$ cat src/rtl/cla_pkg.sv
package cla_pkg;
    localparam int CLA_WIDTH   = 32;
    localparam int CLA_GROUP_W = 4;
endpackage

$ cat src/rtl/cla_bit_gp.sv
// Per-bit generate / propagate cell.
module cla_bit_gp (
    input  logic a_bit,
    input  logic b_bit,
    output logic gen_o,
    output logic prop_o
);
    assign gen_o  = a_bit & b_bit;
    assign prop_o = a_bit | b_bit;
endmodule

$ cat src/rtl/cla_lookahead.sv
// Generic lookahead unit: every carry written as a flattened
// sum of generate terms gated by runs of propagate terms.
module cla_lookahead #(
    parameter int N = 4
) (
    input  logic [N-1:0] gen_i,
    input  logic [N-1:0] prop_i,
    input  logic         cin,
    output logic [N-1:0] carry_o,   // carry into position j (carry_o[0] = cin)
    output logic         grp_gen_o,
    output logic         grp_prop_o
);
    always_comb begin
        logic acc;
        logic term;
        carry_o = '0;
        for (int j = 0; j < N; j++) begin
            acc = 1'b0;
            for (int k = 0; k < j; k++) begin
                term = gen_i[k];
                for (int m = k + 1; m < j; m++) term = term & prop_i[m];
                acc = acc | term;
            end
            term = cin;
            for (int m = 0; m < j; m++) term = term & prop_i[m];
            carry_o[j] = acc | term;
        end
    end

    always_comb begin
        logic acc;
        logic term;
        acc = 1'b0;
        for (int k = 0; k < N; k++) begin
            term = gen_i[k];
            for (int m = k + 1; m < N; m++) term = term & prop_i[m];
            acc = acc | term;
        end
        grp_gen_o  = acc;
        grp_prop_o = &prop_i;
    end
endmodule

$ cat src/rtl/cla_group.sv
// One lookahead group: bit cells, in-group carries, sum bits.
module cla_group #(
    parameter int GROUP_W = 4
) (
    input  logic [GROUP_W-1:0] a_i,
    input  logic [GROUP_W-1:0] b_i,
    input  logic               cin,
    output logic [GROUP_W-1:0] sum_o,
    output logic               grp_gen_o,
    output logic               grp_prop_o
);
    logic [GROUP_W-1:0] bit_g;
    logic [GROUP_W-1:0] bit_p;
    logic [GROUP_W-1:0] bit_c;

    for (genvar i = 0; i < GROUP_W; i++) begin : g_bit
        cla_bit_gp u_gp (
            .a_bit (a_i[i]),
            .b_bit (b_i[i]),
            .gen_o (bit_g[i]),
            .prop_o(bit_p[i])
        );
    end

    cla_lookahead #(.N(GROUP_W)) u_la (
        .gen_i     (bit_g),
        .prop_i    (bit_p),
        .cin       (cin),
        .carry_o   (bit_c),
        .grp_gen_o (grp_gen_o),
        .grp_prop_o(grp_prop_o)
    );

    // OR-based propagate cannot form the sum; use XOR of operands and carry.
    assign sum_o = a_i ^ b_i ^ bit_c;
endmodule

$ cat src/rtl/cla_adder32.sv
module cla_adder32
    import cla_pkg::*;
#(
    parameter int WIDTH   = CLA_WIDTH,
    parameter int GROUP_W = CLA_GROUP_W
) (
    input  logic [WIDTH-1:0] a_in,
    input  logic [WIDTH-1:0] b_in,
    input  logic             c_in,
    output logic [WIDTH-1:0] sum_o,
    output logic             c_out
);
    localparam int NGROUPS = WIDTH / GROUP_W;

    logic [NGROUPS-1:0] grp_gen;
    logic [NGROUPS-1:0] grp_prop;
    logic [NGROUPS-1:0] grp_cin;
    logic               top_gen;
    logic               top_prop;

    for (genvar g = 0; g < NGROUPS; g++) begin : g_grp
        cla_group #(.GROUP_W(GROUP_W)) u_grp (
            .a_i       (a_in[g*GROUP_W +: GROUP_W]),
            .b_i       (b_in[g*GROUP_W +: GROUP_W]),
            .cin       (grp_cin[g]),
            .sum_o     (sum_o[g*GROUP_W +: GROUP_W]),
            .grp_gen_o (grp_gen[g]),
            .grp_prop_o(grp_prop[g])
        );
    end

    // Second level: same lookahead scheme over the group terms.
    cla_lookahead #(.N(NGROUPS)) u_top_la (
        .gen_i     (grp_gen),
        .prop_i    (grp_prop),
        .cin       (c_in),
        .carry_o   (grp_cin),
        .grp_gen_o (top_gen),
        .grp_prop_o(top_prop)
    );

    assign c_out = top_gen | (top_prop & c_in);
endmodule

$ cat config.mk
export PLATFORM = sky130hd
export DESIGN_NAME = cla_adder32
export DESIGN_NICKNAME = d
export VERILOG_FILES = /design/src/rtl/cla_pkg.sv /design/src/rtl/cla_bit_gp.sv /design/src/rtl/cla_lookahead.sv /design/src/rtl/cla_group.sv /design/src/rtl/cla_adder32.sv
export SDC_FILE = /design/constraint.sdc
export NUM_CORES = 1
export LEC_CHECK = 0
export BUFFER_PORTS_ARGS = -buffer_cell sky130_fd_sc_hd__buf_2
export CORE_ASPECT_RATIO = 1.25
export CORE_MARGIN = 2
export CORE_UTILIZATION = 45
export DETAILED_ROUTE_END_ITERATION = 10
export PLACE_DENSITY = 0.74
export RECOVER_POWER = 25
export SLEW_MARGIN = 20
export SYNTH_ARGS = -nofsm -noshare
export SYNTH_HDL_FRONTEND = slang
export SYNTH_SLANG_ARGS = --single-unit
$ cat constraint.sdc
create_clock -name vclk -period 2.2
set_input_delay 0 -clock vclk [all_inputs]
set_output_delay 0 -clock vclk [all_outputs]
set_load 0.05 [all_outputs]
[Word level (Yosys, flattened, before mapping)]
Cells that the tools add are included.
Operators by class
  reductions and logical operators: 9
  bitwise operators: 296
Operator list (count)
  1-bit bitwise AND: 140
  1-bit OR: 140
  4-bit bitwise XOR: 16
  32-bit AND reduction: 1
  4-bit AND reduction: 8
Word-level totals
  register bits after elaboration: 0
  output and inout port bits: 33
  bits of input ports: 65
  word-level logic and storage cells: 305

[Longest topological paths before layout]
Gate-level depths: netlist (run 1).
  word-level depth: 25
  depth in mapped cells: 12
  depth with buffers taken out: 12

[Modules after synthesis]
Synthesis (run 1) repeated with hierarchy kept, for this count alone.
Unflattened totals
  cell total of the unflattened synthesis: 215
  area total of the unflattened synthesis: 1913.1 µm²
Modules (own cells, without submodules)
  cla_group: instances 8, area an instance 95.1 µm², cells each 4
  cla_lookahead (g_grp[0].u_grp.u_la ...): instances 8, area an instance 65.1 µm², cells each 11
  cla_bit_gp: instances 32, area an instance 13.8 µm², cells each 2
  cla_lookahead (u_top_la): instances 1, area an instance 183.9 µm², cells each 30
  cla_adder32: instances 1, area an instance 7.5 µm², cells each 1

[Worst setup path before layout (run 1)]
Ideal clock, no wire load.
  path type: input to output
  from: in a_in[7]
  to: out sum_o[29]
  stages on the path: 12
  arrival: 2.479 ns
  buffers on the path: 0
  slack: -0.279 ns
  cell sequence: inv_1 > ha_1 > inv_1 > a221oi_2 > o31ai_1 > a31oi_2 > o41a_1 > nand2_1 > nand2_1 > nand2_1 > fa_1 > xor2_1
Between the ends
  cells in the longest elaborated chain, start to end: 20
  elaborated cells on any way between the ends: 36
  those cells by class: 35 x bitwise; 1 x reduce/logical
Ends and longest elaborated chain
  start, declared: RTL line cla_adder32.sv:7  | input logic [WIDTH-1:0] a_in,
  1-bit OR: RTL line cla_bit_gp.sv:9  | assign prop_o = a_bit | b_bit;
  1-bit bitwise AND: RTL line cla_lookahead.sv:36  | for (int m = k + 1; m < N; m++) term = term & prop_i[m];
  1-bit OR (3 in a row): RTL line cla_lookahead.sv:37  | acc = acc | term;
  1-bit bitwise AND (5 in a row): RTL line cla_lookahead.sv:21  | for (int m = k + 1; m < j; m++) term = term & prop_i[m];
  1-bit OR (6 in a row): RTL line cla_lookahead.sv:22  | acc = acc | term;
  1-bit OR (*): RTL line cla_lookahead.sv:26  | carry_o[j] = acc | term;
  1-bit bitwise AND (*): RTL line cla_lookahead.sv:25  | for (int m = 0; m < j; m++) term = term & prop_i[m];
  1-bit OR (*): RTL line cla_lookahead.sv:26
  4-bit bitwise XOR (*): RTL line cla_group.sv:35  | assign sum_o = a_i ^ b_i ^ bit_c;
  end, declared: RTL line cla_adder32.sv:10  | output logic [WIDTH-1:0] sum_o,
Every way passes the cells marked *; elsewhere a longest branch is shown, timed or not.

[Final worst setup path (run 1)]
  from: in b_in[7]
  to: out sum_o[21]
Between the ends
  cells in the longest elaborated chain, start to end: 16
  elaborated cells on any way between the ends: 28
  those cells by class: 27 x bitwise; 1 x reduce/logical
Ends and longest elaborated chain
  start, declared: RTL line cla_adder32.sv:8  | input logic [WIDTH-1:0] b_in,
  1-bit OR: RTL line cla_bit_gp.sv:9
  1-bit bitwise AND: RTL line cla_lookahead.sv:36
  1-bit OR (3 in a row): RTL line cla_lookahead.sv:37
  1-bit bitwise AND (3 in a row): RTL line cla_lookahead.sv:21
  1-bit OR (4 in a row): RTL line cla_lookahead.sv:22
  1-bit OR (*): RTL line cla_lookahead.sv:26
  1-bit bitwise AND (*): RTL line cla_lookahead.sv:25
  1-bit OR (*): RTL line cla_lookahead.sv:26
  4-bit bitwise XOR (*): RTL line cla_group.sv:35
Marked as above.

==> load_flow_metrics.sql, run 1 <==
INSERT INTO impl_metrics (metric_group, metric, value, unit) VALUES
('hold_path', 'worstHoldStart', 'b_in[31]', ''),
('floorplanning', 'fp.coreArea', '4425', 'um2'),
('global_route', 'grt_start_max_net_pins', '6', ''),
('logic_synthesis', 'syn_area', '2092', 'um2'),
('layout', 'count_of_fill_cells_added_during_filler_insertion', '307', ''),
('logic_synthesis', 'synthesized_net_count', '416', ''),
('global_route', 'initial_antenna_violation_count', '0', ''),
('layout', 'drive_above_1_share', '48.07', '%'),
('run', 'cap_violations', '0', ''),
('layout', 'nClkBuffers', '0', ''),
('layout', 'layout.area.seq', '0', 'um2'),
('sta', 'fmax', '455.1', 'MHz'),
('place', 'dp_hpwl', '4467', 'um'),
('critical_path', 'worst_path_dominant_cell_family', 'compound AO/OA/AOI/OAI gates', ''),
('layout', 'num-nets-final', '553', ''),
('logic_synthesis', 'synth.yosys.warnings', '0', ''),
('place', 'port_buffers', '98', ''),
('critical_path', 'path_max_fanout', '4', ''),
('run_status', 'run_status', 'finished, final reports clean', ''),
('sta', 'period_needed', '2.198', 'ns'),
('sta', 'unrepaired_setup_endpoints_after_global_routing', 'yes', ''),
('power', 'powerDensity', '410.3', 'nW/um2'),
('critical_path', 'crit_type', 'input port to primary output', ''),
('critical_path', 'cp-startpoint', 'b_in[7]', ''),
('critical_path', 'worst_ep_arrival_time', '2.20', 'ns'),
('floorplanning', 'fp.dieW', '64.99', 'um'),
('floorplanning', 'fp.dieH', '80.23', 'um'),
('floorplanning', 'die_footprint', '5214', 'um2'),
('layout', 'area_delta_synth_final', '65.01', '%'),
('place', 'placedInstanceArea', '2982', 'um2'),
('critical_path', 'timing.critical_path.slowest_cell_delay', '0.39', 'ns'),
('critical_path', 'worstPathCellList', 'buf_6 -> inv_4 -> ha_4 -> nor4_4 -> a221oi_2 -> o31ai_2 -> a31oi_4 -> buf_4 -> o31ai_4 -> or2_4 -> fa_2 -> xor2_2 -> buf_6', ''),
('layout', 'flops_and_latches', '0', ''),
('hold_path', 'timing.hold.worst.class', 'input port to primary output', ''),
('sta', 'worst_pin_slew', '0.5947', 'ns'),
('drt', 'route.final.wire_length', '5527', 'um'),
('logic_synthesis', 'yosysSeqAreaShare', '0', '%'),
('critical_path', 'critical-path-slowest-cell', 'fa_2', ''),
('critical_path', 'cp.buffers_inverters', '4', ''),
('floorplanning', 'ioPinCount', '98', ''),
('layout', 'final_util', '78.00', '%'),
('floorplanning', 'row_count', '27', ''),
('critical_path', 'cp_common_cell', 'buf_6', ''),
('power', 'totalPowerFinal', '1.416', 'mW'),
('logic_synthesis', 'post_synth_num_cell_types', '36', ''),
('power', 'vdd.ir_drop.worst', '359.6', 'uV'),
('logic_synthesis', 'synthesis.instances', '279', ''),
('layout', 'diodes', '0', ''),
('global_route', 'grt_remaining_overflow', '0', ''),
('drt', 'initial_drc_count', '33', ''),
('drt', 'detail_route.wl_per_cell', '11.71', 'um'),
('drt', 'firstDrtPassIters', '4', ''),
('critical_path', 'cp-end-kind', 'primary output', ''),
('global_route', 'grt_first_pass_wirelength', '8673', 'um'),
('sta', 'setup_violations', '0', ''),
('sta', 'timing_hold_violations_final', '0', ''),
('drt', 'drc', '0', ''),
('critical_path', 'critical_path.startpoint_type', 'input port', ''),
('drt', 'ant_nets', '0', ''),
('drt', 'via_count', '2266', ''),
('sta', 'fin_crit_sh', '99.89', '%'),
('place', 'routability_congestion_estimate', '0.8115', ''),
('logic_synthesis', 'synth.avg_cell_area', '7.498', 'um2'),
('floorplanning', 'floorplan.initialDensity', '47.27', '%'),
('layout', 'stdcell_area', '3452', 'um2'),
('drt', 'routed_via_density', '4.801', ''),
('global_route', 'grt_use_total', '19.85', '%'),
('global_route', 'vias_in_the_first_global_route', '2242', ''),
('sta', 'timing.max_slew.rel_slack', '60.53', '%'),
('critical_path', 'worst_ep_required_time', '2.20', 'ns'),
('power', 'total_leakage_power', '1.898', 'nW'),
('sta', 'drv_slew', '0', '');
[path summary, 6_finish.rpt]
| path | end | slack, ns | cells after the start |
|---|---|---|---|
| max | sum_o[21] | 0.002 | 13 |
| min | c_out | 0.47 | 4 |
[repair_timing]
action                                  CTS  global route
gates cloned                              0             0
endpoints found under the setup margin   19            19
pin swaps                                10            19
gates resized for setup                  53            63
setup buffers                             1             4
hold buffers                              0             0
[tightest hold or removal path, cell delays in order]
cell and delay [ns]:
buf_2 0.09, ha_1 0.12, o21bai_2 0.11, buf_6 0.15
[cell usage in the layout, fill, tap and decap left out, drive strengths merged]
cell type | netlist | routed
a31oi | 3 | 3
o41a | 1 | 1
nor3b | 2 | 2
a211oi | 2 | 2
o31ai | 6 | 6
a221oi | 2 | 2
a21oi | 21 | 21
nor2 | 8 | 8
or2 | 1 | 1
nor2b | 4 | 4
nand2 | 9 | 9
or4 | 2 | 2
nand3b | 1 | 1
ha | 64 | 64
nand4 | 1 | 1
clkbuf | 0 | 8
nor3 | 3 | 3
o21bai | 9 | 9
nand2b | 2 | 2
inv | 88 | 88
xor2 | 14 | 14
buf | 0 | 127
o22ai | 1 | 1
nor4 | 5 | 5
xnor2 | 8 | 8
o21ai | 5 | 5
fa | 8 | 8
nand3 | 2 | 2
a21o | 3 | 3
and2 | 1 | 1
or3 | 1 | 1
o22a | 1 | 1
o211ai | 1 | 1
[cell families after synthesis]
logic type / count (synthesis) / share of synthesized area [%]
fa+ha+maj: 72 / 45.93
xor+xnor: 22 / 9.211
simple gates: 42 / 11.24
buf+inv: 88 / 15.79
compound gates: 55 / 17.82
[metrics by stage]
step	hold slack, ns	setup TNS [ns]	setup WS, ns	instances
6_report	0.4684	0	0.002488	472
5_1_grt	0.5028	-0.1935	-0.03974	472
4_1_cts	0.4693	0	0.001457	468
3_5_place_dp	0.5258	-1.966	-0.1854	467
3_3_place_gp	0.5152	-1.195	-0.1428	467
2_1_floorplan	0.3571	-0.05619	-0.03912	279
[cell usage after synthesis (5+ instances only)]
| cell | instances | area share (%) |
|---|---|---|
| a21oi_1 | 21 | 5.0 |
| fa_1 | 8 | 7.7 |
| ha_1 | 64 | 38 |
| inv_1 | 88 | 16 |
| nand2_1 | 9 | 1.6 |
| nor2_1 | 8 | 1.4 |
| o21bai_1 | 9 | 3.2 |
| o31ai_1 | 5 | 1.8 |
| xnor2_1 | 8 | 3.3 |
| xor2_1 | 14 | 5.9 |
[per-layer routing]
layer	vias up	share of wire [%]	global-route usage, %
met2	70	59	42.89
li1	1146	-	-
met1	1034	34	19.95
met3	16	4.7	1.541
met5	-	0	0
met4	0	2.1	3.617
[cell type report]
type | instances | area, um2 | area share (%)
Multi-Input combinational cell | 191 | 2131 | 61.73
Tap cell | 58 | 72.57 | 2.102
Inverter | 88 | 335.3 | 9.714
Timing Repair Buffer | 135 | 913.4 | 26.46
[power breakdown]
part / internal (mW) / leakage [nW] / switching [mW]
Combinational: 0.530 / 1.90 / 0.886
Sequential: 0 / 0 / 0
Clock: 0 / 0 / 0
Power figures use the tool's default switching activity.
==> run 2: changes to the inputs <==
SETUP_SLACK_MARGIN = 0.5   (was not set)
clock period = 2.8 ns   (was 2.2 ns; I/O delays follow)
==> load_flow_metrics.sql, run 2 (synthesized netlist as in run 1, its figures left out) <==
INSERT INTO impl_metrics (metric_group, metric, value, unit) VALUES
('sta', 'period_needed', '2.187', 'ns'),
('run', 'cap_violations', '0', ''),
('drt', 'via_count', '2131', ''),
('power', 'totalPowerFinal', '0.9772', 'mW'),
('clock_network', 'cts_hold_buf', '0', ''),
('layout', 'layout.area.seq', '0', 'um2'),
('global_route', 'vias_in_the_first_global_route', '2078', ''),
('global_route', 'grt_use_total', '17.94', '%'),
('hold_path', 'hold_path_depth', '3', ''),
('drt', 'detail_route.wl_per_cell', '11.06', 'um'),
('sta', 'unrepaired_setup_endpoints_after_global_routing', 'yes', ''),
('floorplanning', 'die_footprint', '5214', 'um2'),
('place', 'port_buffers', '98', ''),
('critical_path', 'worst_ep_arrival_time', '2.19', 'ns'),
('hold_path', 'timing.hold.worst.class', 'input port to primary output', ''),
('place', 'placement.setup.worst_slack', '0.3140', 'ns'),
('floorplanning', 'floorplan.initialDensity', '47.27', '%'),
('sta', 'fmax', '457.2', 'MHz'),
('layout', 'num-nets-final', '521', ''),
('power', 'vdd.ir_drop.worst', '237.5', 'uV'),
('drt', 'routed_via_density', '4.843', ''),
('sta', 'final.setup.worst_slack', '0.6130', 'ns'),
('floorplanning', 'row_count', '27', ''),
('critical_path', 'critical_path.startpoint_type', 'input port', ''),
('drt', 'ant_nets', '0', ''),
('layout', 'final_util', '68.14', '%'),
('place', 'dp_hpwl', '4141', 'um'),
('layout', 'layout_common_cells', '79 x buf_2, 77 x inv_1, 57 x ha_1, 17 x a21oi_1', ''),
('sta', 'drv_slew', '0', ''),
('critical_path', 'cp-end-kind', 'primary output', ''),
('power', 'total_leakage_power', '1.694', 'nW'),
('layout', 'final_common_cell', 'buf_2', ''),
('power', 'powerDensity', '324.1', 'nW/um2'),
('drt', 'drc', '0', ''),
('sta', 'timing.max_slew.rel_slack', '59.16', '%'),
('layout', 'count_of_fill_cells_added_during_filler_insertion', '405', ''),
('floorplanning', 'ioPinCount', '98', ''),
('sta', 'worst_pin_slew', '0.6152', 'ns'),
('drt', 'firstDrtPassIters', '4', ''),
('floorplanning', 'fp.dieH', '80.23', 'um'),
('layout', 'flops_and_latches', '0', ''),
('layout', 'drive_above_1_share', '39.01', '%'),
('critical_path', 'path_max_fanout', '4', ''),
('layout', 'area_delta_synth_final', '44.14', '%'),
('sta', 'fin_crit_sh', '78.11', '%'),
('sta', 'timing_hold_violations_final', '0', ''),
('layout', 'diodes', '0', ''),
('hold_path', 'worstHoldStart', 'b_in[28]', ''),
('run_status', 'run_status', 'finished, final reports clean', ''),
('floorplanning', 'fp.coreArea', '4425', 'um2'),
('global_route', 'initial_antenna_violation_count', '0', ''),
('global_route', 'grt_start_max_net_pins', '7', ''),
('drt', 'route.final.wire_length', '4867', 'um'),
('drt', 'initial_drc_count', '45', ''),
('sta', 'setup_total_negative_slack', '0', 'ns'),
('global_route', 'grt_remaining_overflow', '0', ''),
('global_route', 'grt_first_pass_wirelength', '7983', 'um'),
('layout', 'nClkBuffers', '0', ''),
('critical_path', 'cp-startpoint', 'b_in[7]', ''),
('critical_path', 'crit_type', 'input port to primary output', ''),
('place', 'routability_congestion_estimate', '0.8395', ''),
('sta', 'setup_violations', '0', ''),
('floorplanning', 'fp.dieW', '64.99', 'um'),
('critical_path', 'worst_ep_required_time', '2.80', 'ns');
run 2: cell count changes in the layout (fill, tap and decap cells not counted), sizes merged:
cell	previous run	this run
buf	127	95
run 2: final timing paths:
kind | to | slack, ns
hold / removal | sum_o[28] | 0.48
setup / recovery | sum_o[21] | 0.61
run 2: stage by stage:
stage / instances / instance area (um2) / hold WS (ns)
2_1_floorplan: 279 / 2156 / 0.3571
3_3_place_gp: 435 / 2719 / 0.5127
3_5_place_dp: 435 / 2719 / 0.5100
4_1_cts: 437 / 2766 / 0.4682
5_1_grt: 440 / 3015 / 0.5035
6_report: 440 / 3015 / 0.4772
run 2: power breakdown:
part / internal (mW) / switching [mW] / leakage (nW)
clock: 0 / 0 / 0
sequential: 0 / 0 / 0
combinational: 0.320 / 0.658 / 1.69
total: 0.320 / 0.658 / 1.69
run 2: routing by layer:
metal / GRT usage, % / share of wire (%)
met2: 38.04 / 57
met5: 0 / 0
met1: 19.74 / 37
met4: 0 / 0
met3: 1.681 / 5.1
run 2: critical path, cell delays in order:
cell      delay, ns
buf_6          0.10
inv_4          0.05
ha_4           0.16
inv_2          0.04
a221oi_2       0.30
o31ai_2        0.13
a31oi_4        0.23
o31ai_2        0.13
or2_2          0.30
fa_1           0.41
xor2_2         0.17
buf_6          0.18
run 2: timing repair:
item	in CTS	in global routing
setup buffers	2	3
resized for setup	9	64
setup endpoints to repair	12	17
pin swaps	2	14
run 2: final cells by class:
cell class	count	area, um2	share of cell area (%)
multi-input combinational	191	2021	67.01
timing repair buffer	103	586.8	19.46
inverter	88	335.3	11.12
tap	58	72.57	2.407
